**src/rtl/limit_event_pkg.sv**
```systemverilog
package limit_event_pkg;
  parameter int unsigned LEV_N_CH = 8;

  typedef struct packed {
    logic inv;
    logic latch;
  } lev_mode_t;
endpackage

```
**src/rtl/lev_cfg.sv**
```systemverilog
module lev_cfg
  import limit_event_pkg::*;
#(
  parameter int unsigned N_CH = LEV_N_CH
) (
  input  logic                  clk_i,
  input  logic                  rst_ni,
  input  logic                  we_i,
  input  logic [N_CH-1:0]       inv_i,
  input  logic [N_CH-1:0]       latch_i,
  input  logic                  load_i,
  output logic [N_CH-1:0]       inv_stg_o,
  output logic [N_CH-1:0]       latch_stg_o,
  output lev_mode_t [N_CH-1:0]  mode_act_o
);
  logic [N_CH-1:0] inv_stg_q, latch_stg_q;

  always_ff @(posedge clk_i or negedge rst_ni) begin
    if (!rst_ni) begin
      inv_stg_q   <= '0;
      latch_stg_q <= '0;
    end else if (we_i) begin
      inv_stg_q   <= inv_i;
      latch_stg_q <= latch_i;
    end
  end

  // active copy loads the pre-write staged value at acquisition start
  for (genvar g = 0; g < N_CH; g++) begin : g_act
    always_ff @(posedge clk_i or negedge rst_ni) begin
      if (!rst_ni) begin
        mode_act_o[g] <= '0;
      end else if (load_i) begin
        mode_act_o[g].inv   <= inv_stg_q[g];
        mode_act_o[g].latch <= latch_stg_q[g];
      end
    end
  end

  assign inv_stg_o   = inv_stg_q;
  assign latch_stg_o = latch_stg_q;
endmodule

```
**src/rtl/lev_cell.sv**
```systemverilog
module lev_cell
  import limit_event_pkg::*;
(
  input  logic      clk_i,
  input  logic      rst_ni,
  input  logic      clear_i,
  input  logic      scan_i,
  input  logic      eval_i,
  input  logic      clear_lvl_i,
  input  lev_mode_t mode_i,
  output logic      out_o
);
  logic q;
  logic departed;

  assign departed = (q != mode_i.inv);

  always_ff @(posedge clk_i or negedge rst_ni) begin
    if (!rst_ni) begin
      q <= 1'b0;
    end else if (clear_i) begin
      q <= clear_lvl_i;
    end else if (scan_i && !(mode_i.latch && departed)) begin
      q <= eval_i ^ mode_i.inv;
    end
  end

  assign out_o = q;
endmodule

```
**src/rtl/limit_event_out.sv**
```systemverilog
module limit_event_out
  import limit_event_pkg::*;
#(
  parameter int unsigned N_CH = LEV_N_CH
) (
  input  logic            clk_i,
  input  logic            rst_ni,
  input  logic            acq_start_i,
  input  logic            scan_done_i,
  input  logic [N_CH-1:0] eval_i,
  input  logic            cfg_we_i,
  input  logic [N_CH-1:0] cfg_inv_i,
  input  logic [N_CH-1:0] cfg_latch_i,
  output logic [N_CH-1:0] cfg_inv_o,
  output logic [N_CH-1:0] cfg_latch_o,
  output logic [N_CH-1:0] chan_o
);
  lev_mode_t [N_CH-1:0] mode_act;

  lev_cfg #(.N_CH(N_CH)) i_cfg (
    .clk_i       (clk_i),
    .rst_ni      (rst_ni),
    .we_i        (cfg_we_i),
    .inv_i       (cfg_inv_i),
    .latch_i     (cfg_latch_i),
    .load_i      (acq_start_i),
    .inv_stg_o   (cfg_inv_o),
    .latch_stg_o (cfg_latch_o),
    .mode_act_o  (mode_act)
  );

  for (genvar g = 0; g < N_CH; g++) begin : g_ch
    lev_cell i_cell (
      .clk_i       (clk_i),
      .rst_ni      (rst_ni),
      .clear_i     (acq_start_i),
      .scan_i      (scan_done_i),
      .eval_i      (eval_i[g]),
      .clear_lvl_i (cfg_inv_o[g]),
      .mode_i      (mode_act[g]),
      .out_o       (chan_o[g])
    );
  end
endmodule

```
**config.mk**
```make
export PLATFORM = sky130hd
export DESIGN_NAME = limit_event_out
export DESIGN_NICKNAME = d
export VERILOG_FILES = /design/src/rtl/limit_event_pkg.sv /design/src/rtl/lev_cfg.sv /design/src/rtl/lev_cell.sv /design/src/rtl/limit_event_out.sv
export SDC_FILE = /design/constraint.sdc
export NUM_CORES = 1
export LEC_CHECK = 0
export ABC_AREA = 1
export BUFFER_PORTS_ARGS = -buffer_cell sky130_fd_sc_hd__buf_2
export CAP_MARGIN = 20
export CORE_UTILIZATION = 45
export DETAILED_ROUTE_END_ITERATION = 12
export GPL_TIMING_DRIVEN = 1
export PLACE_DENSITY = 0.7
export SKIP_CTS_REPAIR_TIMING = 1
export SKIP_LAST_GASP = 1
export SYNTH_ARGS = -nofsm -noshare
export SYNTH_HDL_FRONTEND = slang
export SYNTH_SLANG_ARGS = --single-unit
```
**constraint.sdc**
```tcl
create_clock -name clk_i -period 0.83 [get_ports clk_i]
set_clock_uncertainty 0.1 [all_clocks]
set_input_delay 0.1245 -clock clk_i [delete_from_list [all_inputs] [get_ports clk_i]]
set_output_delay 0.1245 -clock clk_i [all_outputs]
set_load 0.03 [all_outputs]
```
### Yosys cells after proc, flatten, opt, wreduce, memory -nomap -nowiden

Index checks and enable logic that the tools add are counted.

* register bits after elaboration: 40
* output and inout port bits: 24
* word-level logic and storage cells: 90

* bitwise operators: 8
* equal/unequal tests: 8
* reductions and logical operators: 32
* multiplexer cells: 16

Operators with widths (count)
* 1-bit logical AND: 16
* 1-bit two-way mux: 16
* 2-bit nonzero test: 8
* 1-bit zero test: 8
* 1-bit != test: 8
* 1-bit bitwise XOR: 8

### Logic depth before layout (Yosys ltp)

* depth in word-level cells: 6
* depth in mapped cells: 8
* mapped depth without buffers: 7

### Hierarchy

From an unflattened synthesis, not the netlist that was laid out.

* cell total of the unflattened synthesis: 256
* area, all modules: 1939.4 sq um

By module, submodules not included
* lev_cfg: sequential area each 800.8 sq um, cells each 136, area an instance 1258.7 sq um, instances 1
* lev_cell: sequential area each 25.0 sq um, cells each 15, area an instance 85.1 sq um, instances 8

### Least setup slack after synthesis

No wires, ideal clock.

* kind: register to register
* start: reg i_cfg.latch_stg_o[0] (netlist name)
* end: reg i_cfg.latch_stg_q[0] (netlist: i_cfg.latch_stg_o[0])
* buffers on the path: 0
* required time: 0.602 ns
* path slack: -0.183 ns
* period minus slack after synthesis: 1.013 ns
* data arrival time: 0.786 ns
* stages on the path, launching flop included: 2
* cells stage by stage: dfrtp_1 mux2_1

RTL lines
* to (signal assigned): line lev_cfg.sv:24 `latch_stg_q <= latch_i;`
* to (decl): line lev_cfg.sv:16 `logic [N_CH-1:0] inv_stg_q, latch_stg_q;`

### Final worst setup path

* start: reg g_ch[3].i_cell.q
* end: out chan_o[3]

RTL lines
* from (decl): line lev_cell.sv:13 `logic q;`
* from (signal assigned): line lev_cell.sv:22 `q <= clear_lvl_i;`
* from (signal assigned): line lev_cell.sv:24 `q <= eval_i ^ mode_i.inv;`
* to (decl): line limit_event_out.sv:16 `output logic [N_CH-1:0] chan_o`

No word-level cell between the ends.

==> flow_summary.yaml <==
die:
  rows: 23
  coreArea_sq_um: 4086
  die_w_um: 68.07
  die_h_um: 68.07
  die-area_sq_um: 4634
  start_util_pct: 48.07
  ios: 53
timing:
  finalHoldViolations: 12
  rsz0062_at_grt: "yes"
  min_period_ps: 1194
  whs_ps: -60.99
  relSlewSlack_pct: 81.74
  finalSetupViolCount: 50
  slew_violations: 0
  finalCritPeriodShare_pct: 143.8
  worst_pin_slew_ps: 273.8
  timing.fmax_ghz: 0.8377
  setup_ws_ps: -363.8
clocking:
  insertion_delay_ps: 290
  clk_path_buf_depth: 2
  cts_num_sinks: 40
  htree_levels: 2
  cts_buffers: 5
  root_buffer: "clkbuf_8"
  worst_setup_hold_path_clk_slew_ps: 80
  cts_tree: "built"
worst_setup_path:
  r2r.worst_path.cells: 7
  slowest_delay_ps: 390
  worstPathMaxFanout: 2
  critPathRequiredTime_ps: 610
  r2r-start: "g_ch[3].i_cell.out_o"
  cpMaxStageDelayCell: "dfrtp_1"
  worstPathArrival_ps: 970
  crit_chain: "buf_4, buf_2"
  ff2ff_setup_slack_ps: -240
  path_class: "flop to primary output"
  r2r-end: "g_ch[3].i_cell.out_o"
  start_kind: "flop"
  end_kind: "primary output"
run_status:
  violations: "hold timing, setup timing"
  outcome: "finished with violations"
global_routing:
  grt_pass1_wl_um: 6037
  grt_use_total_pct: 18.16
  antenna_found_initial: 0
  grt_pass1_vias: 1425
  grt_max_degree: 34
  grt_overflow: 0
worst_hold_path:
  holdPathEnd: "i_cfg.latch_stg_o[2]"
  hold_class: "input pin to flop"
  hp-start: "cfg_latch_i[2]"
  whs_path_depth: 3
layout:
  instances_no_fill: 353
  area_growth_pct: 45.60
  fin_nets: 331
  layout-drive-gt1-share_pct: 44.55
  n_antenna_cell: 0
detailed_routing:
  first_iter_violations: 71
  totalWireLength_um: 4270
  dr.pass1.iters: 4
  vias: 1672
  drc: 0
  wire_per_inst_um: 12.10
  via_per_inst: 4.737
  ant_nets: 0
yosys:
  yosys.area.top_type: "dfrtp_1"
  synthTopCellsByArea: "dfrtp_1 51%, nand2_1 16%, buf_4 6.5%, nand3_1 4.8%, mux2_1 4.6%"
  ys_seq_elements: 40
  synth_area_sq_um: 1964
  synthesis.area_per_instance_sq_um: 8.541
  synthTopCellsByCount: "84 x nand2_1, 40 x dfrtp_1, 22 x inv_1"
  synth.most_common_cell: "nand2_1"
  synthDistinctLibCells: 18
  postSynth.asyncResetShare_pct: 100.0
  syn-num-nets: 259
  postSynthCellCount: 230
  synth_top_cell_area_share_pct: 50.96
  synth_seq_area_share_pct: 50.96
  synthFlopType: "dfrtp_1"
  yosys_warnings: 0
  synth_edf_count: 0
power_and_ir_drop:
  ir_drop_v: 0.001477
  power.density_nw_per_um2: 2172
  total_leakage_power_nw: 1.513
placed_design:
  io_buffers: 52
  hpwlAfterDp_um: 2803
  post-place-ws_ps: -163.4
  place_congestion: 0.8312
  dp_cells: 329
flow_run:
  maxCapViolations: 0
sequential cells by signal, indices dropped and copies added (netlist names):
name,cells
i_cfg.inv_stg_o,8
i_cfg.latch_stg_o,8
g_ch.i_cell.out_o,8
i_cfg.mode_act_o,16
power by group:
part           switching [mW]  internal (mW)  total, mW
Clock                   0.684           1.50       2.19
Sequential              0.192           2.19       2.38
Combinational           0.831          0.816       1.65
metal layers:
layer	up-vias	GRT usage (%)	share of wire (%)
met4	0	7.031	1.7
met5	-	0	0
met1	770	22.36	43
met2	43	29.41	51
met3	8	5.833	4.8
li1	851	-	-
critical path: cells and delay by family (launching register included):
family | cells | cell delay (ps)
buffers and inverters | 2 | 290
DFF | 1 | 390
cells by family after synthesis:
group | Yosys count | share of synthesized area [%]
XOR/XNOR | 2 | 0.8919
multiplexers | 10 | 5.733
flip-flops | 40 | 50.96
buffers and inverters | 47 | 13.88
AND/OR/NAND/NOR | 109 | 22.29
AO/OA/AOI/OAI | 22 | 6.242
placed cells by master (no fill, tap or decap), drive strengths merged:
cell         instances
buf                 84
bufinv               3
clkbuf               5
dfrtp               40
dlygate4sd3          5
inv                 23
mux2                10
nand2               86
nand3               19
nor2                 4
o21ai               20
o21bai               2
xnor2                2
layout make-up:
| cell class | instances | area [sq um] |
|---|---|---|
| Sequential cell | 40 | 1011 |
| Tap cell | 50 | 62.56 |
| Inverter | 23 | 86.33 |
| Fill cell | 301 | 1226 |
| Timing Repair Buffer | 89 | 775.7 |
| Clock buffer | 5 | 68.82 |
| Clock inverter | 3 | 90.09 |
| Multi-Input combinational cell | 143 | 765.7 |
through the flow:
step                power, mW  util [%]  setup TNS, ps  hold WS (ps)  cell area (sq um)
floorplan               3.295         -          -1116        -271.1               1994
finish                  6.213     69.99          -8641        -60.99               2860
global route            6.511     69.99         -10610        -54.88               2860
global placement        3.615     57.32          -2774        -91.48               2342
detailed placement      3.648     57.32          -3152        -85.05               2342
CTS                     5.840     61.21          -8910        -404.4               2501
how the worst max path moves through the flow:
| stage | end | from | depth (start not counted) | slack [ps] |
|---|---|---|---|---|
| after global routing | chan_o[3] | g_ch[3].i_cell.out_o | 2 | -390 |
| after global placement | g_ch[3].i_cell.out_o | g_ch[3].i_cell.out_o | 7 | -140 |
| after floorplan | i_cfg.latch_stg_o[0] | i_cfg.latch_stg_o[0] | 1 | -130 |
| after detailed placement | g_ch[5].i_cell.out_o | acq_start_i | 8 | -160 |
| final | chan_o[3] | g_ch[3].i_cell.out_o | 2 | -360 |
| after CTS | chan_o[3] | g_ch[3].i_cell.out_o | 2 | -420 |
No activity file was read; power rests on OpenSTA's default activity.
